--- config.mk ---
export PLATFORM = sky130hd
export DESIGN_NAME = nvStoreGuard
export DESIGN_NICKNAME = d
export VERILOG_FILES = /design/src/rtl/nvsg_pkg.sv /design/src/rtl/nvsg_dp.sv /design/src/rtl/nvsg_ctrl.sv /design/src/rtl/nvStoreGuard.sv
export SDC_FILE = /design/constraint.sdc
export NUM_CORES = 1
export LEC_CHECK = 0
export ABC_CLOCK_PERIOD_IN_PS = 2029
export BUFFER_PORTS_ARGS = -buffer_cell sky130_fd_sc_hd__buf_2
export CAP_MARGIN = 20
export CORE_MARGIN = 2
export CORE_UTILIZATION = 49
export DETAILED_ROUTE_END_ITERATION = 12
export PLACE_DENSITY = 0.73
export SLEW_MARGIN = 5
export SYNTH_ARGS = -nofsm -noshare
export SYNTH_HDL_FRONTEND = slang
export SYNTH_SLANG_ARGS = --single-unit
--- constraint.sdc ---
create_clock -name clk -period 2.03 [get_ports clk]
set_clock_uncertainty 0.15 [all_clocks]
set_input_delay 0.609 -clock clk [delete_from_list [all_inputs] [get_ports clk]]
set_output_delay 0.609 -clock clk [all_outputs]
set_load 0.02 [all_outputs]
--- src/rtl/nvsg_pkg.sv ---
package nvsg_pkg;

  typedef enum logic [1:0] {
    ST_IDLE    = 2'd0,
    ST_STORING = 2'd1,
    ST_ABORTED = 2'd2
  } storeStatusT;

  typedef struct packed {
    logic cntClr;
    logic armClr;
    logic abortSet;
    logic abortClr;
  } ctrlStrobeT;

endpackage

--- src/rtl/nvsg_dp.sv ---
module nvsg_dp
  import nvsg_pkg::*;
#(
  parameter int PULSE_CYC   = 1000,
  parameter int SETTLE_CYC  = 4,
  parameter int SYNC_STAGES = 2
) (
  input  logic       clk,
  input  logic       rstN,
  input  logic       ceN,
  input  logic       weN,
  input  logic       vccLow,
  input  logic       busySense,
  input  logic       recallDone,
  input  ctrlStrobeT stb,
  output logic       busySync,
  output logic       busyFall,
  output logic       vccRise,
  output logic       rearmOk,
  output logic       atSettle,
  output logic       atEnd,
  output logic       abortFlag
);

  localparam int CNT_W = $clog2(PULSE_CYC + 1);
  localparam logic [CNT_W-1:0] SETTLE_AT = CNT_W'(SETTLE_CYC - 1);
  localparam logic [CNT_W-1:0] END_AT    = CNT_W'(PULSE_CYC - 1);

  logic ceQ, weQ, vccQ, busyPrev, armed;
  logic edgeFall, armClear;
  logic [CNT_W-1:0] cnt;

  // busy line synchronizer, depth chosen by parameter
  generate
    if (SYNC_STAGES <= 1) begin : g_sync1
      logic syncQ;
      always_ff @(posedge clk or negedge rstN) begin
        if (!rstN) syncQ <= 1'b1;
        else       syncQ <= busySense;
      end
      assign busySync = syncQ;
    end else begin : g_syncN
      logic [SYNC_STAGES-1:0] syncQ;
      always_ff @(posedge clk or negedge rstN) begin
        if (!rstN) syncQ <= '1;
        else       syncQ <= {syncQ[SYNC_STAGES-2:0], busySense};
      end
      assign busySync = syncQ[SYNC_STAGES-1];
    end
  endgenerate

  always_ff @(posedge clk or negedge rstN) begin
    if (!rstN) begin
      ceQ      <= 1'b0;
      weQ      <= 1'b0;
      vccQ     <= 1'b1;
      busyPrev <= 1'b1;
    end else begin
      ceQ      <= ceN;
      weQ      <= weN;
      vccQ     <= vccLow;
      busyPrev <= busySync;
    end
  end

  assign edgeFall = (ceQ & ~ceN) | (weQ & ~weN);
  assign vccRise  = vccLow & ~vccQ;
  assign busyFall = busyPrev & ~busySync;
  assign armClear = stb.armClr | recallDone;

  always_ff @(posedge clk or negedge rstN) begin
    if (!rstN)         armed <= 1'b0;
    else if (armClear) armed <= 1'b0;
    else if (edgeFall) armed <= 1'b1;
  end

  assign rearmOk = ~armClear & (armed | edgeFall);

  always_ff @(posedge clk or negedge rstN) begin
    if (!rstN)              cnt <= '0;
    else if (stb.cntClr)    cnt <= '0;
    else if (cnt != '1)     cnt <= cnt + 1'b1;
  end

  assign atSettle = (cnt == SETTLE_AT);
  assign atEnd    = (cnt == END_AT);

  always_ff @(posedge clk or negedge rstN) begin
    if (!rstN)             abortFlag <= 1'b0;
    else if (stb.abortSet) abortFlag <= 1'b1;
    else if (stb.abortClr) abortFlag <= 1'b0;
  end

  // a clear request always leaves the arm flag low next cycle
  a_r11_clear_wins: assert property (@(posedge clk) disable iff (!rstN)
    armClear |=> !armed);

  // an abort marks the status flag in the following cycle
  a_r12_abort_sticks: assert property (@(posedge clk) disable iff (!rstN)
    stb.abortSet |=> abortFlag);

endmodule

--- src/rtl/nvsg_ctrl.sv ---
module nvsg_ctrl
  import nvsg_pkg::*;
(
  input  logic       clk,
  input  logic       rstN,
  input  logic       swStoreReq,
  input  logic       autoInhibit,
  input  logic       vccLow,
  input  logic       capLow,
  input  logic       vccRise,
  input  logic       busyFall,
  input  logic       busySync,
  input  logic       atSettle,
  input  logic       atEnd,
  output logic       busyPullDown,
  output logic       storeStart,
  output logic       storing,
  output ctrlStrobeT stb
);

  typedef enum logic [1:0] {PH_IDLE, PH_PROBE, PH_HOLD} phaseT;

  phaseT phase, phaseNext;
  logic  supplyOk, autoTrig, extTrig;

  assign supplyOk = ~vccLow & ~capLow;
  assign autoTrig = vccRise & ~autoInhibit;
  assign extTrig  = (swStoreReq | busyFall) & supplyOk;

  always_comb begin
    phaseNext    = phase;
    stb          = '0;
    storeStart   = 1'b0;
    busyPullDown = 1'b0;
    unique case (phase)
      PH_IDLE: begin
        if (autoTrig || extTrig) begin
          phaseNext    = PH_PROBE;
          stb.cntClr   = 1'b1;
          stb.abortClr = 1'b1;
        end
      end
      PH_PROBE: begin
        busyPullDown = 1'b1;
        if (atSettle) begin
          if (!busySync) begin
            storeStart = 1'b1;
            phaseNext  = PH_HOLD;
          end else begin
            stb.abortSet = 1'b1;
            phaseNext    = PH_IDLE;
          end
        end
      end
      PH_HOLD: begin
        busyPullDown = 1'b1;
        if (atEnd) begin
          stb.armClr = 1'b1;
          phaseNext  = PH_IDLE;
        end
      end
      default: phaseNext = PH_IDLE;
    endcase
  end

  always_ff @(posedge clk or negedge rstN) begin
    if (!rstN) phase <= PH_IDLE;
    else       phase <= phaseNext;
  end

  assign storing = (phase != PH_IDLE);

  // the start pulse only occurs while the line is being pulled
  a_r5_start_with_pull: assert property (@(posedge clk) disable iff (!rstN)
    storeStart |-> busyPullDown);

  // the start pulse never repeats on consecutive cycles
  a_r5_single_pulse: assert property (@(posedge clk) disable iff (!rstN)
    storeStart |=> !storeStart);

  // abandoning a store releases the line at once
  a_r6_abort_release: assert property (@(posedge clk) disable iff (!rstN)
    stb.abortSet |=> !busyPullDown);

  // once started, a window is not restarted by new requests
  a_r10_no_restart: assert property (@(posedge clk) disable iff (!rstN)
    storing |-> !stb.cntClr);

endmodule

--- src/rtl/nvStoreGuard.sv ---
module nvStoreGuard
  import nvsg_pkg::*;
#(
  parameter int CLK_HZ      = 50_000_000,
  parameter int PULSE_US    = 20,
  parameter int SETTLE_CYC  = 4,
  parameter int SYNC_STAGES = 2
) (
  input  logic       clk,
  input  logic       rstN,
  input  logic       vccLow,
  input  logic       capLow,
  input  logic       autoInhibit,
  input  logic       ceN,
  input  logic       weN,
  input  logic       swStoreReq,
  input  logic       recallDone,
  input  logic       busySense,
  output logic       wrGrant,
  output logic       storeStart,
  output logic       busyPullDown,
  output logic [1:0] storeStatus
);

  localparam int PULSE_CYC = (CLK_HZ / 1_000_000) * PULSE_US;

  ctrlStrobeT stb;
  logic busySync, busyFall, vccRise, rearmOk, atSettle, atEnd, abortFlag;
  logic storing;
  storeStatusT statusNow;

  nvsg_dp #(
    .PULSE_CYC  (PULSE_CYC),
    .SETTLE_CYC (SETTLE_CYC),
    .SYNC_STAGES(SYNC_STAGES)
  ) u_dp (
    .clk       (clk),
    .rstN      (rstN),
    .ceN       (ceN),
    .weN       (weN),
    .vccLow    (vccLow),
    .busySense (busySense),
    .recallDone(recallDone),
    .stb       (stb),
    .busySync  (busySync),
    .busyFall  (busyFall),
    .vccRise   (vccRise),
    .rearmOk   (rearmOk),
    .atSettle  (atSettle),
    .atEnd     (atEnd),
    .abortFlag (abortFlag)
  );

  nvsg_ctrl u_ctrl (
    .clk         (clk),
    .rstN        (rstN),
    .swStoreReq  (swStoreReq),
    .autoInhibit (autoInhibit),
    .vccLow      (vccLow),
    .capLow      (capLow),
    .vccRise     (vccRise),
    .busyFall    (busyFall),
    .busySync    (busySync),
    .atSettle    (atSettle),
    .atEnd       (atEnd),
    .busyPullDown(busyPullDown),
    .storeStart  (storeStart),
    .storing     (storing),
    .stb         (stb)
  );

  assign wrGrant = rearmOk & ~ceN & ~weN & ~vccLow & ~capLow & ~storing;

  always_comb begin
    if (storing)        statusNow = ST_STORING;
    else if (abortFlag) statusNow = ST_ABORTED;
    else                statusNow = ST_IDLE;
  end
  assign storeStatus = statusNow;

  // low supply or low capacitor never lets a write through
  a_r2_supply_blocks: assert property (@(posedge clk) disable iff (!rstN)
    (vccLow || capLow) |-> !wrGrant);

  // no writes reach the array during a store
  a_r13_no_grant_storing: assert property (@(posedge clk) disable iff (!rstN)
    (storeStatus == 2'd1) |-> !wrGrant);

  // aborted status shows the line released
  a_r6_aborted_idle_line: assert property (@(posedge clk) disable iff (!rstN)
    (storeStatus == 2'd2) |-> !busyPullDown);

endmodule

# Word-level counts from Yosys, hierarchy flattened
# Cells that the tools add are included.
[classes]
reduce_logical = 8
mux = 24
bitwise_logic = 26
n_eq_ne = 8
addsub = 1
[op_table]
columns = ["cell", "count"]
rows = [
  ["10-bit 2-to-1 mux", 2],
  ["1-bit 2-to-1 mux", 15],
  ["1-bit bitwise AND", 13],
  ["2-bit 2-to-1 mux", 6],
  ["10-bit by 1-bit adder with 10-bit output (second input constant)", 1],
  ["10-bit equality test (second input constant)", 1],
  ["10-bit by 2-bit equality test with 1-bit output (second input constant)", 1],
  ["10-bit != test (second input constant)", 1],
  ["1-bit inverter", 9],
  ["2-bit nonzero test", 4],
  ["2-bit one-hot mux with 3 select lines", 1],
  ["2-bit != test (second input constant)", 2],
  ["1-bit bitwise OR", 4],
  ["3-bit AND reduction", 1],
  ["2-bit by 1-bit equality test with 1-bit output (second input constant)", 1],
  ["2-bit equality test (second input constant)", 1],
  ["2-bit zero test", 1],
  ["2-bit by 1-bit != test with 1-bit output (second input constant)", 1],
  ["2-bit OR reduction", 1],
  ["1-bit logical OR", 1],
]
[totals]
reg_bits = 20
word_cells = 76
inputBits = 10

# Logic depth before layout (Yosys ltp)
[logic_depth]
depth_word = 11
mapped_depth = 5

# Modules after synthesis
# A second synthesis with hierarchy kept.
[hier_totals]
cells_unflattened = 107
area_unflattened_um2 = 1116.1
[modules_own_cells]
columns = ["mod", "cells_per_inst", "area_each_um2", "n_inst", "seq_area_each_um2"]
rows = [
  ["nvsg_dp", 75, 848.3, 1, 455.4],
  ["nvsg_ctrl", 28, 234.0, 1, 50.0],
  ["nvStoreGuard", 4, 33.8, 1, 0.0],
]

# Least setup slack after synthesis
# No wires, ideal clock.
[synth_timing]
path_type = "register to output"
from = "reg u_dp.cnt[3]"
to = "out storeStart"
path_slack_ns = -0.178
path_buffers = 1
stages_incl_launch_ff = 5
arrival_ns = 1.449
cell_sequence = "dfrtp_1 buf_6 nor4_1 nand4b_1 nor3_1"
[synth_between]
elab_chain_cells = 3
[synth_rtl]
columns = ["element", "line", "source"]
rows = [
  ["start: declaration", "nvsg_dp.sv:31", "logic [CNT_W-1:0] cnt;"],
  ["start signal: assignment", "nvsg_dp.sv:82", "else if (cnt != '1) cnt <= cnt + 1'b1;"],
  ["10-bit by 2-bit equality test with 1-bit output", "nvsg_dp.sv:85", "assign atSettle = (cnt == SETTLE_AT);"],
  ["1-bit 2-to-1 mux", "nvsg_ctrl.sv:45", "if (atSettle) begin"],
  ["1-bit 2-to-1 mux", "nvsg_ctrl.sv:35", "unique case (phase)"],
  ["end: declaration", "nvStoreGuard.sv:20", "output logic storeStart,"],
]
# Every way passes these cells.

# Worst setup path after layout
[layout_timing]
from = "reg u_dp.cnt[4]"
to = "out wrGrant"
[layout_between]
elab_chain_cells = 11
[layout_rtl]
columns = ["element", "line", "source"]
rows = [
  ["10-bit equality test", "nvsg_dp.sv:86", "assign atEnd = (cnt == END_AT);"],
  ["1-bit 2-to-1 mux", "nvsg_ctrl.sv:57", "if (atEnd) begin"],
  ["1-bit 2-to-1 mux", "nvsg_ctrl.sv:35", ""],
  ["1-bit bitwise OR", "nvsg_dp.sv:69", "assign armClear = stb.armClr | recallDone;"],
  ["1-bit inverter", "nvsg_dp.sv:77", "assign rearmOk = ~armClear & (armed | edgeFall);"],
  ["1-bit bitwise AND", "nvsg_dp.sv:77", ""],
  ["1-bit bitwise AND (5 in a row)", "nvStoreGuard.sv:72", "assign wrGrant = rearmOk & ~ceN & ~weN & ~vccLow & ~capLow & ~storing;"],
  ["end: declaration", "nvStoreGuard.sv:19", "output logic wrGrant,"],
]
# Every way passes these cells.

==> results.json <==
{
  "outcome": "finished, violations left",
  "violations": "setup timing",
  "yosysUniqueCellTypes": 39,
  "ys_warn_count": 0,
  "grt_busiest_layer": "met2",
  "fmax_mhz": 408,
  "synth_compound_area_frac": 0.135,
  "worstPathRequired_ns": 1.27,
  "ctsHoldBuffers": 0,
  "first_pass_iters": 4,
  "r2r-start": "u_dp.cnt[9]",
  "drive_gt1_frac": 0.441,
  "holdWs_ns": 0.0787,
  "dpl_cell_area_um2": 1320,
  "avgViaCountPerCell": 5.63,
  "synth_xor_area_frac": 0.00843,
  "yosys-mux-area-fraction": 0.0289,
  "crit_path_end_kind": "output pin",
  "rrSetupSlack_ns": 0.10,
  "fin_util": 0.732,
  "powerDensity_nw_per_um2": 1070,
  "endpoint": "wrGrant",
  "max_slew_margin": 0.647,
  "clkTransAtPathRegs_ns": 0.12,
  "grt_use_met1": 0.262,
  "reg2regPathDepth": 5,
  "antenna_found_initial": 0,
  "drtAntennaViolNets": 0,
  "rsz0062_at_grt": "true",
  "cp-startpoint": "u_dp.cnt[4]",
  "ys_seq_elements": 20,
  "grt_overflow": 0,
  "place.port_buffers": 14,
  "drt-initial-drc-count": 32,
  "num_rows": 16,
  "area_growth_pct": 39.6,
  "nFillCells": 138,
  "grt_pass1_wl_mm": 4.09,
  "ios": 15,
  "synth_seq_area_share": 0.487,
  "path_class": "reg -> out",
  "syn-num-nets": 119,
  "cts_buffers": 3,
  "cp_data_arrival_time_ns": 1.69,
  "maxCapViolCount": 0,
  "grt.total_usage": 0.216,
  "slew_violations": 0,
  "met2_usage": 0.379,
  "hold_class": "in -> async",
  "coreArea_um2": 1980,
  "setup_violations": 3,
  "critPathLaunchType": "register",
  "p_leak_nw": 0.666,
  "die_y_um": 50.0,
  "postSynthCellCount": 105,
  "post-route-period-util": 1.21,
  "setup_tns_ns": -0.813,
  "die_w_um": 50.0,
  "post-route-min-period_ns": 2.45,
  "peakVddDrop_v": 0.000794,
  "cts-htree-levels": 1,
  "grt_start_max_net_pins": 21,
  "wirelength_mm": 2.47,
  "syn_area_per_cell_um2": 9.89,
  "diodes": 0,
  "die_area_um2": 2500,
  "hold_violations": 0,
  "clk_path_buf_depth": 2,
  "clk_latency_ns": 0.30,
  "path_max_fanout": 2,
  "met3_usage": 0.0364,
  "tightestPinTransition_ns": 0.529,
  "synthAdderAreaFrac": 0.0482,
  "total_power_mw": 1.55,
  "design_area_um2": 1450,
  "synth_top_family_by_area": "simple AND/OR/NAND/NOR gates",
  "synth_area_um2": 1040,
  "multi_input_area_um2": 566,
  "initial_utilization": 0.524,
  "dp_hpwl_mm": 1.71,
  "seqCellArea_um2": 505,
  "wire_per_inst_um": 14.5,
  "drc": 0,
  "r2r-end": "u_ctrl.phase[0]",
  "cts.sinks": 20,
  "synthSimpleGateAreaFrac": 0.242,
  "worst_slack_ns": -0.418,
  "cts_tree": "done",
  "grt_pass1_vias": 945,
  "place.gp.congestion": 0.903,
  "vias": 957,
  "fin_nets": 158,
  "cts-root-buf": "clkbuf_4"
}
## worst min-delay path by stage
| stage | endpoint | depth (start not counted) | slack, ns | startpoint |
|---|---|---|---|---|
| after global placement | u_dp.g_syncN.syncQ[1] | 0 | 0.20 | u_dp.g_syncN.syncQ[0] |
| after detailed placement | u_dp.g_syncN.syncQ[1] | 0 | 0.21 | u_dp.g_syncN.syncQ[0] |
| after global routing | u_dp.ceQ | 1 | 0.11 | rstN |
| after floorplan | u_ctrl.phase[0] | 0 | 0.16 | rstN |
| final | u_dp.ceQ | 1 | 0.08 | rstN |
| after CTS | u_ctrl.phase[0] | 1 | 0.09 | rstN |
## metal layers
layer / up-vias / routed length (um)
li1: 456 / -
met4: 0 / 31
met3: 6 / 113
met5: - / 0
met2: 34 / 1270
met1: 461 / 1060
## kinds of logic (layout without fill, tap and decap cells)
group / Yosys count / after routing
simple gates: 47 / 47
flops: 20 / 20
compound gates: 19 / 19
buf+inv: 11 / 49
fa+ha+maj: 4 / 4
mux: 3 / 3
xor+xnor: 1 / 1
## synth_stat cells
library cell | number | share of area
buf_6 | 1 | 0.011
or3_1 | 1 | 0.0060
a21oi_1 | 2 | 0.0096
nand2_1 | 5 | 0.018
and3_1 | 1 | 0.0060
a221oi_1 | 2 | 0.017
or2_2 | 1 | 0.0060
nor2_1 | 15 | 0.054
a31oi_1 | 2 | 0.012
a22o_1 | 1 | 0.0084
nand4_1 | 1 | 0.0060
and3b_2 | 1 | 0.0096
and4_1 | 1 | 0.0084
o21ai_0 | 2 | 0.0096
inv_1 | 8 | 0.029
nor2b_1 | 1 | 0.0060
buf_4 | 1 | 0.0072
ha_1 | 4 | 0.048
mux2i_1 | 3 | 0.029
o32a_1 | 1 | 0.0096
nand4b_1 | 1 | 0.0084
and4b_1 | 1 | 0.0096
dfstp_2 | 4 | 0.10
nor4_1 | 1 | 0.0060
nand3_1 | 5 | 0.024
a211o_1 | 1 | 0.0084
xor2_1 | 1 | 0.0084
or3b_1 | 1 | 0.0084
clkbuf_1 | 1 | 0.0036
nor3_1 | 7 | 0.034
dfrtp_1 | 16 | 0.39
nor3b_1 | 1 | 0.0072
o32ai_1 | 1 | 0.0084
a211oi_1 | 4 | 0.029
o21a_1 | 2 | 0.014
nor3_2 | 1 | 0.0096
nor4b_1 | 1 | 0.0084
and2_1 | 1 | 0.0060
o2bb2ai_1 | 1 | 0.0084
## metrics by stage
step | worst slack, ns | std cells
global route | -0.500 | 170
floorplan | -0.0278 | 105
CTS | -0.442 | 170
finish | -0.418 | 170
detailed placement | -0.204 | 165
global placement | -0.163 | 165
## sequential cells by signal (all words and copies together) (netlist names)
name / cells
u_dp.busyPrev: 1
u_dp.armed: 1
u_dp.ceQ: 1
u_dp.vccQ: 1
u_dp.abortFlag: 1
u_dp.g_syncN.syncQ: 2
u_dp.cnt: 10
u_dp.weQ: 1
u_ctrl.phase: 2
## layout make-up
| type | count | share of cell area |
|---|---|---|
| clock buffers | 4 | 0.0250 |
| inverters | 8 | 0.0207 |
| multi-input cells | 74 | 0.390 |
| flip-flops and latches | 20 | 0.349 |
| well taps | 27 | 0.0233 |
| repair buffers | 37 | 0.192 |
## power breakdown
group	switching, mW	leakage, nW	internal, mW	total (mW)
Combinational	0.387	0.394	0.394	0.781
Sequential	0.0555	0.251	0.480	0.536
Clock	0.127	0.0210	0.109	0.236
Total	0.569	0.666	0.984	1.55
## critical path: stages (launching register included)
cell and delay (ns):
dfrtp_1 0.42, or3b_4 0.42, nor3_4 0.16, a211oi_2 0.11
and4_4 0.16, buf_6 0.12
## layout by cell type (no fill, tap or decap), types with 2 or more instances in the layout
cell type	Yosys	final
o21a_1	2	2
buf_4	1	24
clkbuf_4	0	3
a211oi_2	0	2
ha_1	4	2
inv_2	0	3
dfstp_2	4	4
a31oi_1	2	2
inv_1	8	5
nand3_1	5	4
o21ai_0	2	2
buf_2	0	9
nor3_1	7	5
a21oi_1	2	2
nor2_1	15	15
dfrtp_1	16	16
nand2_1	5	5
nor3_2	1	2
a211oi_1	4	2
mux2i_1	3	3
buf_6	1	3
## repair_timing
item	in CTS	in global routing
setup buffers	1	0
pin swaps	2	1
endpoints found under the setup margin	4	7
endpoints found under the hold margin	0	0
resized for setup	10	11
Power figures use the tool's default switching activity.
